**src/rtl/mhf_pkg.sv**
```systemverilog
package mhf_pkg;
  localparam int CRC_W = 32;
  localparam logic [CRC_W-1:0] CRC_POLY = 32'h04C1_1DB7;
  localparam logic [CRC_W-1:0] CRC_INIT = '1;

  // Advance the CRC register by one byte, data taken least significant bit first.
  function automatic logic [CRC_W-1:0] crc_byte_step(input logic [CRC_W-1:0] c,
                                                     input logic [7:0] d);
    logic [CRC_W-1:0] r;
    r = c;
    for (int i = 0; i < 8; i++) begin
      if (r[CRC_W-1] ^ d[i]) r = {r[CRC_W-2:0], 1'b0} ^ CRC_POLY;
      else                   r = {r[CRC_W-2:0], 1'b0};
    end
    return r;
  endfunction
endpackage

```
**src/rtl/mhf_crc_unit.sv**
```systemverilog
module mhf_crc_unit
  import mhf_pkg::*;
#(
  parameter int ADDR_BYTES = 6
) (
  input  logic             clk,
  input  logic             rst,
  input  logic             start,
  input  logic             valid,
  input  logic [7:0]       data,
  output logic [CRC_W-1:0] crc,
  output logic             group
);
  localparam int CNT_W = $clog2(ADDR_BYTES + 1);
  localparam logic [CNT_W-1:0] LAST = CNT_W'(ADDR_BYTES);

  logic [CNT_W-1:0] count;
  logic             take;

  assign take = valid && !start && (count < LAST);

  always_ff @(posedge clk) begin
    if (rst) begin
      crc   <= CRC_INIT;
      count <= '0;
      group <= 1'b0;
    end else if (start) begin
      crc   <= CRC_INIT;
      count <= '0;
      group <= 1'b0;
    end else if (take) begin
      crc   <= crc_byte_step(crc, data);
      count <= count + 1'b1;
      if (count == '0) group <= data[0];
    end
  end
endmodule

```
**src/rtl/mhf_table.sv**
```systemverilog
module mhf_table #(
  parameter int TBL_BYTES = 8,
  localparam int SEL_W  = $clog2(TBL_BYTES),
  localparam int HASH_W = SEL_W + 3
) (
  input  logic              clk,
  input  logic              rst,
  input  logic              we,
  input  logic [SEL_W-1:0]  widx,
  input  logic [7:0]        wdata,
  input  logic [HASH_W-1:0] rhash,
  output logic              rbit
);
  logic [7:0] bytes_q [TBL_BYTES];

  for (genvar b = 0; b < TBL_BYTES; b++) begin : g_byte
    always_ff @(posedge clk) begin
      if (rst)                                 bytes_q[b] <= '0;
      else if (we && widx == SEL_W'(b))        bytes_q[b] <= wdata;
    end
  end

  logic [7:0] sel_byte;
  assign sel_byte = bytes_q[rhash[HASH_W-1:3]];
  assign rbit     = sel_byte[rhash[2:0]];
endmodule

```
**src/rtl/mcast_hash_filter.sv**
```systemverilog
module mcast_hash_filter
  import mhf_pkg::*;
#(
  parameter int ADDR_BYTES = 6,
  parameter int TBL_BYTES  = 8,
  localparam int SEL_W  = $clog2(TBL_BYTES),
  localparam int HASH_W = SEL_W + 3
) (
  input  logic              clk,
  input  logic              rst,
  input  logic              da_start,
  input  logic              da_valid,
  input  logic [7:0]        da_byte,
  input  logic              da_done,
  input  logic              mt_we,
  input  logic [SEL_W-1:0]  mt_idx,
  input  logic [7:0]        mt_wdata,
  output logic [HASH_W-1:0] hash,
  output logic              is_group,
  output logic              grp_pass
);
  logic [CRC_W-1:0]  crc;
  logic              group;
  logic [HASH_W-1:0] cur_hash;
  logic              tbl_bit;

  mhf_crc_unit #(.ADDR_BYTES(ADDR_BYTES)) u_crc (
    .clk(clk), .rst(rst), .start(da_start), .valid(da_valid),
    .data(da_byte), .crc(crc), .group(group)
  );

  assign cur_hash = crc[CRC_W-1 -: HASH_W];

  mhf_table #(.TBL_BYTES(TBL_BYTES)) u_tbl (
    .clk(clk), .rst(rst), .we(mt_we), .widx(mt_idx), .wdata(mt_wdata),
    .rhash(cur_hash), .rbit(tbl_bit)
  );

  always_ff @(posedge clk) begin
    if (rst) begin
      hash     <= '0;
      is_group <= 1'b0;
      grp_pass <= 1'b0;
    end else if (da_done) begin
      hash     <= cur_hash;
      is_group <= group;
      grp_pass <= group & tbl_bit;
    end
  end
endmodule

```
**config.mk**
```make
export PLATFORM = sky130hd
export DESIGN_NAME = mcast_hash_filter
export DESIGN_NICKNAME = d
export VERILOG_FILES = /design/src/rtl/mhf_pkg.sv /design/src/rtl/mhf_crc_unit.sv /design/src/rtl/mhf_table.sv /design/src/rtl/mcast_hash_filter.sv
export SDC_FILE = /design/constraint.sdc
export NUM_CORES = 1
export LEC_CHECK = 0
export ABC_CLOCK_PERIOD_IN_PS = 4700
export BUFFER_PORTS_ARGS = -buffer_cell sky130_fd_sc_hd__buf_2
export CAP_MARGIN = 5
export CORE_MARGIN = 3
export CORE_UTILIZATION = 46
export CTS_BUF_LIST = sky130_fd_sc_hd__clkbuf_4
export CTS_CLUSTER_DIAMETER = 100
export DETAILED_ROUTE_END_ITERATION = 6
export SETUP_SLACK_MARGIN = 0.4
export SLEW_MARGIN = 0
export SYNTH_ARGS = -nofsm -noshare
export SYNTH_HDL_FRONTEND = slang
export SYNTH_SLANG_ARGS = --single-unit
```
**constraint.sdc**
```tcl
create_clock -name clk -period 4.7 [get_ports clk]
set_input_delay 0.47 -clock clk [delete_from_list [all_inputs] [get_ports clk]]
set_output_delay 0.47 -clock clk [all_outputs]
set_load 0.01 [all_outputs]
```
==> run_results.csv, run 1 <==
group,metric,value,unit
power_and_ir_drop,p_per_area,366,nW/um2
floorplan,ios,33,
synthesis,synth_top_family_by_area,"XOR/XNOR gates",
synthesis,synth-seq-cells,111,
synthesis,synth-simple-area-share,0.136,
timing,tightest_slew,1.09,ns
synthesis,synth_adder_area_share,0.00460,
synthesis,postSynthCellCount,430,
synthesis,synth.cell_area,5440,um2
detailed_routing,wire_per_inst,18.3,um
synthesis,ys_seq_area_frac,0.526,
worst_setup_path,worstPathCellList,"mux4_2 -> nor2b_1 -> a211oi_1 -> o21ai_0 -> a41oi_1 -> o31ai_1",
detailed_routing,drc_errors,0,
clock_network,path_clk_slew,0.17,ns
worst_setup_path,crit_buf_inv,0,
floorplan,die_w,115,um
synthesis,synth_flop_cell,"edfxtp_1",
worst_setup_path,slowest_stage,"dfxtp_1",
global_routing,grt_max_degree,66,
clock_network,cts_buffers,9,
global_routing,grt_pass1_wl,17700,um
floorplan,dieHeight,115,um
worst_hold_path,hold_class,"input port to flip-flop",
floorplan,start_util,0.474,
timing,max_freq,405,MHz
place,port-buffer-count,32,
worst_setup_path,ff2ff_path_depth,6,
global_routing,track_usage,0.182,
floorplan,die_area,13200,um2
clock_network,cts_resized,0,
synthesis,synth.top_cell.area_share,0.353,
worst_setup_path,cp.arrival,2.85,ns
detailed_routing,drt_pass1_iterations,4,
global_routing,grt_pass1_vias,3218,
place,hpwl,7520,um
worst_setup_path,critPathKind,"flip-flop to flip-flop",
finish,fillers,1008,
worst_setup_path,rr_endpoint,"grp_pass$_SDFFE_PP0P_",
worst_setup_path,required,5.08,ns
synthesis,synth.area.top_cells,"edfxtp_1, dfxtp_1, and2_1, mux4_2, xnor2_1",
run,cap_violations,0,
finish,layoutNonFillerInstCount,602,
synthesis,synth_compound_area_frac,0.0674,
synthesis,synth.distinct_cells,41,
synthesis,synthMostInstantiatedCell,"and2_1",
worst_setup_path,end_kind,"flip-flop",
global_routing,antenna_found_initial,0,
synthesis,ys_top_cells_by_count,"and2_1, edfxtp_1, dfxtp_1",
detailed_routing,routed_via_density,5.28,
global_routing,grt.overflow.total,0,
power_and_ir_drop,power,2.14,mW
clock_network,cts.sinks,111,
timing,rsz0062_at_grt,"false",
detailed_routing,drtIter0Drc,181,
timing,setup-violations-final,0,
worst_hold_path,hold_path_startpoint,"da_valid",
detailed_routing,vias,3176,
timing,finalHoldViolations,0,
clock_network,root_buffer,"clkbuf_4",
clock_network,hold_buffers,0,
worst_setup_path,crit_family,"flip-flops",
power_and_ir_drop,p_leak,2.19,nW
finish,finalNetCount,481,
timing,whs,0.260,ns
detailed_routing,final_antenna_net_count,0,
worst_setup_path,slowest_delay,0.95,ns
worst_hold_path,whs_path_depth,3,
timing,slew_headroom,0.269,
clock_network,cts_tree,"yes",
timing,setup-tns-final,0,ns
synthesis,synth_warnings,0,
worst_setup_path,reg2reg_slack,2.23,ns
worst_setup_path,cp_max_fo,16,
clock_network,clock_latency,0.49,ns
synthesis,synth-async-reset-ratio,0,
worst_hold_path,holdPathEnd,"u_crc.count[1]$_SDFFE_PP0P_",
timing,slew_violations,0,
power_and_ir_drop,ir_drop,0.000226,V
floorplan,rows,39,
timing,fin_skew,0.0114,ns
finish,area_growth,7.57,%
synthesis,synth_nets,457,
finish,drive_gt1_frac,0.198,
timing,finalCritPeriodShare,0.525,
clock_network,cts_setup_buffers,0,
synthesis,synth_mux_area_frac,0.0902,
synthesis,syn_avg_cell_area,12.6,um2
clock_network,htree_num_levels,3,
place,dp.cells,586,
floorplan,coreArea,11500,um2
synthesis,synth_xor_area_frac,0.156,
run_status,status,"complete, no violations",
place,gp_congestion,0.758,
clock_network,clk_path_buf_depth,2,
finish,diodes,0,
timing,fin_crit,2.47,ns
detailed_routing,wirelength,11000,um
synthesis,yosysTopAreaCell,"edfxtp_1",
synthesis,synth_edf_count,64,
worst_setup_path,worstSetupStartpointType,"flip-flop",
==> cell type report <==
type / instances / area (um2) / share of cell area
multi-input combinational: 295 / 2480 / 0.423
timing repair buffer: 34 / 175 / 0.0299
clock inverter: 7 / 78.8 / 0.0135
clock buffer: 9 / 67.6 / 0.0115
sequential: 111 / 2860 / 0.489
inverter: 3 / 11.3 / 0.00192
tap: 143 / 179 / 0.0306
==> layer usage <==
layer	share of wire	vias to the layer above	wire (um)	global-route usage
met2	0.50	56	5560	0.306
li1	-	1553	-	-
met1	0.43	1553	4750	0.230
met4	0.020	0	219	0.0501
met3	0.044	14	490	0.0532
met5	0	-	0	0
==> how the worst max path moves through the flow <==
stage	slack (ns)	to	depth (start not counted)	from
6_report	2.23	grp_pass$_SDFFE_PP0P_	6	flip-flop
5_1_grt	1.96	grp_pass$_SDFFE_PP0P_	6	flip-flop
4_1_cts	2.13	grp_pass$_SDFFE_PP0P_	6	flip-flop
3_5_place_dp	2.15	grp_pass$_SDFFE_PP0P_	6	flip-flop
3_3_place_gp	2.18	grp_pass$_SDFFE_PP0P_	6	flip-flop
2_1_floorplan	2.77	grp_pass$_SDFFE_PP0P_	8	flip-flop
==> flip-flops by register name, indices dropped and copies added, names as in the netlist, named ones only <==
name	cells
u_tbl.bytes_q	64
u_crc.crc	32
hash	6
u_crc.count	3
grp_pass	1
is_group	1
u_crc.group	1
==> cell usage in the layout (no fill, tap or decap), drive strengths merged, types with 3 or more instances in the layout <==
cell type,instances
xor2,25
mux4,16
buf,34
nor2,18
and2,65
mux2i,13
nand2b,5
o21bai,6
clkbuf,9
xnor2,49
inv,7
dfxtp,47
edfxtp,64
nand3b,3
o21ai,5
o211ai,29
nand2,36
a21oi,5
==> cell families (layout without fill, tap and decap cells) <==
family	after synthesis	after routing
AO/OA/AOI/OAI	51	51
XOR/XNOR	74	74
adder cells (fa/ha/maj)	2	2
buffers and inverters	24	53
flip-flops	111	111
multiplexers	29	29
AND/OR/NAND/NOR	139	139
==> through the flow <==
step,instance area (um2),worst slack [ns],util
after floorplan,5440,2.77,-
after global placement,5700,2.18,0.497
after detailed placement,5700,2.15,0.497
after CTS,5850,2.13,0.510
after global routing,5850,1.96,0.510
final,5850,2.23,0.510
==> where the power goes <==
part / total [mW] / switching (mW) / internal, mW / leakage [nW]
combinational: 0.496 / 0.255 / 0.241 / 1.10
clock: 0.506 / 0.335 / 0.170 / 0.0769
sequential: 1.14 / 0.0451 / 1.09 / 1.01
total: 2.14 / 0.636 / 1.50 / 2.19
==> worst register-to-register path, cell delays in order (launching register included) <==
cell      delay, ns
dfxtp_1        0.95
mux4_2         0.59
nor2b_1        0.14
a211oi_1       0.25
o21ai_0        0.12
a41oi_1        0.22
o31ai_1        0.09
Note: power is estimated with default switching activity, not from simulation.
==> run 2, diff against run 1 <==
--- a/config.mk
+++ b/config.mk
@@ -5,7 +5,7 @@
 export SDC_FILE = /design/constraint.sdc
 export NUM_CORES = 1
 export LEC_CHECK = 0
-export ABC_CLOCK_PERIOD_IN_PS = 4700
+export ABC_CLOCK_PERIOD_IN_PS = 2290
 export BUFFER_PORTS_ARGS = -buffer_cell sky130_fd_sc_hd__buf_2
 export CAP_MARGIN = 5
 export CORE_MARGIN = 3
==> constraint.sdc (replaced) <==
create_clock -name clk -period 2.29 [get_ports clk]
set_input_delay 0.229 -clock clk [delete_from_list [all_inputs] [get_ports clk]]
set_output_delay 0.229 -clock clk [all_outputs]
set_load 0.01 [all_outputs]
==> run 2 against run 1 <==
Effect of this change:
- final cell count is 5.8% higher
- largest power group unchanged
- setup slack got worse by 1.8 ns
- sequential share of layout area is 2.9 points lower
- via count up 3.4%
- critical path depth rose by 1
- power up 110%
- highest routed layer unchanged
==> run_results.csv, run 2 (synthesis gave the netlist of run 1 again) <==
group,metric,value,unit
worst_setup_path,cp.arrival,2.28,ns
floorplan,die_area,13200,um2
finish,largestRegisters,"u_tbl.bytes_q: 64 flops, u_crc.crc: 32 flops, hash: 6 flops",
finish,largest_register,"u_tbl.bytes_q",
finish,area_growth,14.5,%
detailed_routing,final_antenna_net_count,0,
detailed_routing,wirelength_met1,5060,um
finish,final_cell_mix,"and2_1, edfxtp_1, dfxtp_1, nand2_1, xnor2_1",
timing,tightest_slew,0.655,ns
floorplan,coreArea,11500,um2
clock_network,htree_num_levels,3,
worst_setup_path,crit_family,"multiplexers",
clock_network,cts_tree,"yes",
floorplan,rows,39,
timing,finalHoldViolations,0,
detailed_routing,highest_layer,"met4",
timing,rsz0062_at_grt,"true",
finish,seqCellArea,2870,um2
worst_setup_path,cp_max_fo,8,
floorplan,start_util,0.474,
place,hpwl,8250,um
worst_setup_path,worstSetupStartpointType,"flip-flop",
power_and_ir_drop,ir_drop,0.000523,V
global_routing,grt_pass1_vias,3352,
place,gp_congestion,0.772,
run_status,status,"complete, no violations",
finish,finalNetCount,516,
power_and_ir_drop,p_clk_frac,0.209,
clock_network,clock_latency,0.48,ns
floorplan,ios,33,
place,port-buffer-count,32,
power_and_ir_drop,swShare,0.303,
timing,setup-violations-final,0,
timing,whs,0.0507,ns
worst_setup_path,end_kind,"flip-flop",
worst_setup_path,slowest_delay,0.53,ns
finish,largest_register_ffs,64,
global_routing,grt_pass1_wl,18400,um
clock_network,clk_path_buf_depth,2,
detailed_routing,drtIter0Drc,148,
run,cap_violations,0,
worst_setup_path,worstPathCellList,"buf_12 -> mux4_2 -> nor4bb_4 -> a2111oi_2 -> and3_1 -> a41oi_2 -> o31ai_1",
worst_setup_path,required,2.67,ns
clock_network,root_buffer,"clkbuf_4",
detailed_routing,wire_per_inst,18.3,um
power_and_ir_drop,power_switching,1.34,mW
global_routing,track_usage,0.189,
global_routing,grt_max_degree,54,
detailed_routing,vias,3283,
power_and_ir_drop,internal_power,3.08,mW
clock_network,cts_buffers,9,
finish,drive_gt1_frac,0.279,
clock_network,path_clk_slew,0.17,ns
detailed_routing,drt_pass1_iterations,4,
clock_network,hold_buffers,0,
power_and_ir_drop,power,4.42,mW
detailed_routing,drc_errors,0,
worst_setup_path,critPathKind,"flip-flop to flip-flop",
timing,max_freq,525,MHz
timing,fin_crit,1.91,ns
finish,multi_input_area,2560,um2
detailed_routing,dr_wl_met3,425,um
power_and_ir_drop,p_per_area,709,nW/um2
finish,fillers,977,
power_and_ir_drop,combPwrFrac,0.266,
worst_setup_path,slowest_stage,"mux4_2",
power_and_ir_drop,power_frac_seq,0.525,
detailed_routing,wirelength,11700,um
worst_setup_path,crit_buf_inv,1,
global_routing,antenna_found_initial,0,
floorplan,dieHeight,115,um
finish,layout_commonest_cell,"and2_1",
worst_hold_path,hold_class,"input port to flip-flop",
global_routing,grt.overflow.total,0,
timing,setup-tns-final,0,ns
detailed_routing,dr_wl_met2,6030,um
detailed_routing,routed_via_density,5.15,
timing,slew_violations,0,
clock_network,cts.sinks,111,
floorplan,die_w,115,um
timing,finalCritPeriodShare,0.832,
power_and_ir_drop,p_leak,2.39,nW
timing,slew_headroom,0.562,
timing,fin_skew,0.0141,ns
finish,diodes,0,
run 2: changes by cell type in the layout (fill, tap and decap cells not counted), moves of 2 or more:
cell,before,now
buf_4,2,32
mux2i_2,0,2
mux2i_1,13,11
dfxtp_1,47,44
buf_12,0,4
dfxtp_2,0,3
run 2: repair_timing:
action                     in CTS  in global routing
buffers inserted                3                  5
pin swaps                       2                  4
setup endpoints to repair       2                  7
resized for setup               3                 13
run 2: final timing paths:
| kind | startpoint | end | slack [ns] | cells past startpoint |
|---|---|---|---|---|
| setup / recovery | flip-flop | grp_pass$_SDFFE_PP0P_ | 0.38 | 7 |
| hold / removal | da_valid | u_crc.count[1]$_SDFFE_PP0P_ | 0.05 | 3 |
| hold reg to reg | is_group$_SDFFE_PP0P_ | is_group$_SDFFE_PP0P_ | 0.49 | 2 |
| setup reg to reg | flip-flop | grp_pass$_SDFFE_PP0P_ | 0.38 | 7 |
run 2: layer usage:
metal,vias to the layer above,track usage
li1,1629,-
met1,1591,0.234
met2,49,0.333
met3,14,0.0489
met4,0,0.0446
met5,-,0
run 2: cell type report:
cell class                 count  share of cell area
sequential                   111               0.460
timing repair buffer          69              0.0789
multi-input combinational    295               0.410
inverter                       3             0.00181
clock inverter                 7             0.00924
tap                          143              0.0287
clock buffer                   9              0.0108
run 2: metrics by stage:
step                instances  cell area (um2)  worst slack [ns]   util
CTS                       632             6090             0.382  0.531
finish                    637             6230             0.384  0.543
detailed placement        613             5930             0.335  0.517
global route              637             6230             0.283  0.543
floorplan                 430             5440             0.431      -
global placement          613             5930             0.349  0.517
run 2: power groups by stage:
stage / Clock (mW) / Combinational (mW) / Sequential (mW)
5_1_grt: 1.03 / 1.28 / 2.33
3_5_place_dp: 0 / 1.12 / 2.36
4_1_cts: 0.955 / 1.14 / 2.32
6_report: 0.922 / 1.18 / 2.32
3_3_place_gp: 0 / 1.11 / 2.36
2_1_floorplan: 0 / 0.849 / 2.34
run 2: worst register-to-register path, stage by stage, from the launching register on:
cell and delay [ns]:
dfxtp_2 0.38, buf_12 0.13, mux4_2 0.53, nor4bb_4 0.29
a2111oi_2 0.08, and3_1 0.17, a41oi_2 0.16, o31ai_1 0.09
==> run 3, diff against run 2 <==
--- a/config.mk
+++ b/config.mk
@@ -5,7 +5,8 @@
 export SDC_FILE = /design/constraint.sdc
 export NUM_CORES = 1
 export LEC_CHECK = 0
-export ABC_CLOCK_PERIOD_IN_PS = 2290
+export ABC_AREA = 1
+export ABC_CLOCK_PERIOD_IN_PS = 1700
 export BUFFER_PORTS_ARGS = -buffer_cell sky130_fd_sc_hd__buf_2
 export CAP_MARGIN = 5
 export CORE_MARGIN = 3
@@ -13,6 +14,7 @@
 export CTS_BUF_LIST = sky130_fd_sc_hd__clkbuf_4
 export CTS_CLUSTER_DIAMETER = 100
 export DETAILED_ROUTE_END_ITERATION = 6
+export PLACE_DENSITY = 0.66
 export SETUP_SLACK_MARGIN = 0.4
 export SLEW_MARGIN = 0
 export SYNTH_ARGS = -nofsm -noshare
==> constraint.sdc (replaced) <==
create_clock -name clk -period 1.7 [get_ports clk]
set_input_delay 0.17 -clock clk [delete_from_list [all_inputs] [get_ports clk]]
set_output_delay 0.17 -clock clk [all_outputs]
set_load 0.01 [all_outputs]
==> run 3 against run 2 <==
Effect of this change:
- register-to-register slack worse by 0.35 ns
- sequential power is 33% higher
- sequential cell count stayed put
- clock power is 28% higher
- highest routed layer unchanged
- clock-buffer cell count stayed put
- critical endpoint is now u_crc.crc[12]$_SDFFE_PP1P_
==> run_results.csv, run 3 <==
group,metric,value,unit
finish,largest_register,"u_tbl.bytes_q",
clock_network,cts_tree,"yes",
timing,max_freq,601,MHz
run,cap_violations,0,
synthesis,ys_seq_area_frac,0.522,
floorplan,dieHeight,115,um
timing,slew_headroom,0.734,
worst_setup_path,slowest_stage,"dfxtp_4",
synthesis,synth_edf_count,64,
clock_network,cts.sinks,111,
synthesis,synthMostInstantiatedCell,"nand2_1",
finish,layout_commonest_cell,"nand2_1",
timing,rsz0062_at_grt,"true",
finish,largestRegisters,"u_tbl.bytes_q: 64 flops, u_crc.crc: 32 flops, hash: 6 flops",
global_routing,grt_pass1_vias,4524,
floorplan,die_area,13300,um2
synthesis,synth_nets,655,
finish,multi_input_area,2840,um2
clock_network,path_clk_slew,0.17,ns
finish,fillers,938,
timing,tightest_slew,0.399,ns
finish,layoutNonFillerInstCount,854,
detailed_routing,wirelength,14600,um
clock_network,root_buffer,"clkbuf_4",
timing,whs,0.0674,ns
floorplan,rows,39,
synthesis,synth-seq-cells,111,
timing,fin_crit,1.67,ns
detailed_routing,wire_per_inst,17.1,um
synthesis,postSynthCellCount,628,
finish,final_util,0.611,
worst_setup_path,cp_max_fo,4,
finish,drive_gt1_frac,0.271,
clock_network,clock_latency,0.51,ns
floorplan,start_util,0.476,
worst_setup_path,ff2ff_path_depth,9,
synthesis,synth.top_cell.area_share,0.350,
clock_network,cts_buffers,9,
finish,diodes,0,
global_routing,grt_pass1_wl,22100,um
synthesis,synth_warnings,0,
detailed_routing,drtIter0Drc,333,
place,port-buffer-count,32,
place,hpwl,9370,um
timing,slew_violations,0,
finish,finalNetCount,733,
worst_setup_path,end_kind,"flip-flop",
detailed_routing,vias,4578,
power_and_ir_drop,ir_drop,0.000377,V
global_routing,grt_max_degree,33,
power_and_ir_drop,p_per_area,843,nW/um2
worst_hold_path,hold_class,"input port to flip-flop",
floorplan,ios,33,
worst_setup_path,worstSetupStartpointType,"flip-flop",
power_and_ir_drop,p_leak,2.95,nW
floorplan,die_w,115,um
global_routing,grt.overflow.total,0,
worst_setup_path,worst-path-stages,9,
place,dp.cells,798,
synthesis,synth.area.top_cells,"edfxtp_1, dfxtp_1, nand2_1, nand3_1, nor2_1",
detailed_routing,routed_via_density,5.36,
detailed_routing,drc_errors,0,
synthesis,syn_avg_cell_area,8.73,um2
timing,finalCritPeriodShare,0.979,
synthesis,ys_top_cells_by_count,"nand2_1, nor2_1, nand3_1",
place,place_worst_setup_slack,0.0393,ns
finish,largest_register_ffs,64,
clock_network,clk_path_buf_depth,2,
floorplan,coreArea,11500,um2
worst_setup_path,required,2.12,ns
synthesis,yosysTopAreaCell,"edfxtp_1",
worst_setup_path,critPathKind,"flip-flop to flip-flop",
global_routing,antenna_found_initial,0,
timing,fin_skew,0.0157,ns
global_routing,track_usage,0.215,
detailed_routing,drt_pass1_iterations,5,
timing,finalHoldViolations,0,
worst_hold_path,whs_path_depth,4,
synthesis,synth-async-reset-ratio,0,
synthesis,synth_flop_cell,"edfxtp_1",
worst_setup_path,crit_family,"XOR/XNOR gates",
detailed_routing,final_antenna_net_count,0,
worst_setup_path,slowest_delay,0.39,ns
worst_setup_path,worstPathCellList,"xnor2_4 -> xor2_4 -> buf_12 -> xor2_4 -> nand2_2 -> nand2_2 -> nand2_1 -> nand3_2 -> nand2_1",
worst_setup_path,cp.arrival,2.09,ns
timing,fin_ws,0.0349,ns
timing,setup-violations-final,0,
synthesis,synth.cell_area,5480,um2
clock_network,htree_num_levels,3,
run_status,status,"complete, no violations",
finish,final_cell_mix,"nand2_1, nor2_1, edfxtp_1, nand3_1, inv_1",
worst_setup_path,crit_buf_inv,1,
synthesis,synth.distinct_cells,31,
place,gp_congestion,0.816,
finish,area_growth,28.3,%
finish,seqCellArea,2890,um2
[run 3: cells by family (layout without fill, tap and decap cells)]
logic type,Yosys count,count (layout),synth area share
buffers and inverters,74,157,0.0509
AO/OA/AOI/OAI,86,86,0.0840
flip-flops,111,111,0.522
adder cells (fa/ha/maj),2,2,0.00456
XOR/XNOR,52,52,0.106
AND/OR/NAND/NOR,303,303,0.232
[run 3: worst min-delay path: stages]
cell and delay [ns]:
buf_2 0.12, nor2_4 0.07, inv_4 0.12, o21ai_2 0.07
[run 3: cell type report]
type | instances | share of cell area
inverters | 49 | 0.0279
clock inverters | 7 | 0.00569
multi-input cells | 443 | 0.404
well taps | 143 | 0.0254
clock buffers | 9 | 0.00960
repair buffers | 92 | 0.117
flip-flops and latches | 111 | 0.410
[run 3: worst paths after layout]
| kind | start | endpoint | slack [ns] |
|---|---|---|---|
| max | u_crc.crc[25]$_SDFFE_PP1P_ | u_crc.crc[12]$_SDFFE_PP1P_ | 0.03 |
| min | da_start | u_crc.crc[14]$_SDFFE_PP1P_ | 0.07 |
| max reg2reg | u_crc.crc[25]$_SDFFE_PP1P_ | u_crc.crc[12]$_SDFFE_PP1P_ | 0.03 |
| min reg2reg | is_group$_SDFFE_PP0P_ | is_group$_SDFFE_PP0P_ | 0.47 |
[run 3: metrics by stage]
| stage | setup TNS, ns | instance area [um2] | power [mW] |
|---|---|---|---|
| 3_3_place_gp | 0 | 6010 | 4.24 |
| 2_1_floorplan | 0 | 5650 | 3.95 |
| 4_1_cts | 0 | 6650 | 5.72 |
| 6_report | 0 | 7040 | 5.93 |
| 3_5_place_dp | 0 | 6010 | 4.27 |
| 5_1_grt | -0.0213 | 7040 | 6.19 |
[run 3: where the power goes]
part | internal (mW) | total, mW | switching, mW
clock network | 0.286 | 1.18 | 0.890
logic | 0.746 | 1.67 | 0.923
registers | 3.00 | 3.09 | 0.0912
[run 3: repair_timing]
item	4_1_cts	5_1_grt
setup buffers	25	9
endpoints found under the setup margin	33	98
cloned	0	3
resized for setup	57	55
hold buffers	3	0
hold endpoints to repair	8	0
pin swaps	33	17
[run 3: layer usage]
layer	GRT usage	vias to the layer above	routed length (um)
li1	-	2208	-
met1	0.262	2183	5730
met2	0.373	156	7600
met3	0.0263	31	813
met4	0.113	0	445
met5	0	-	0
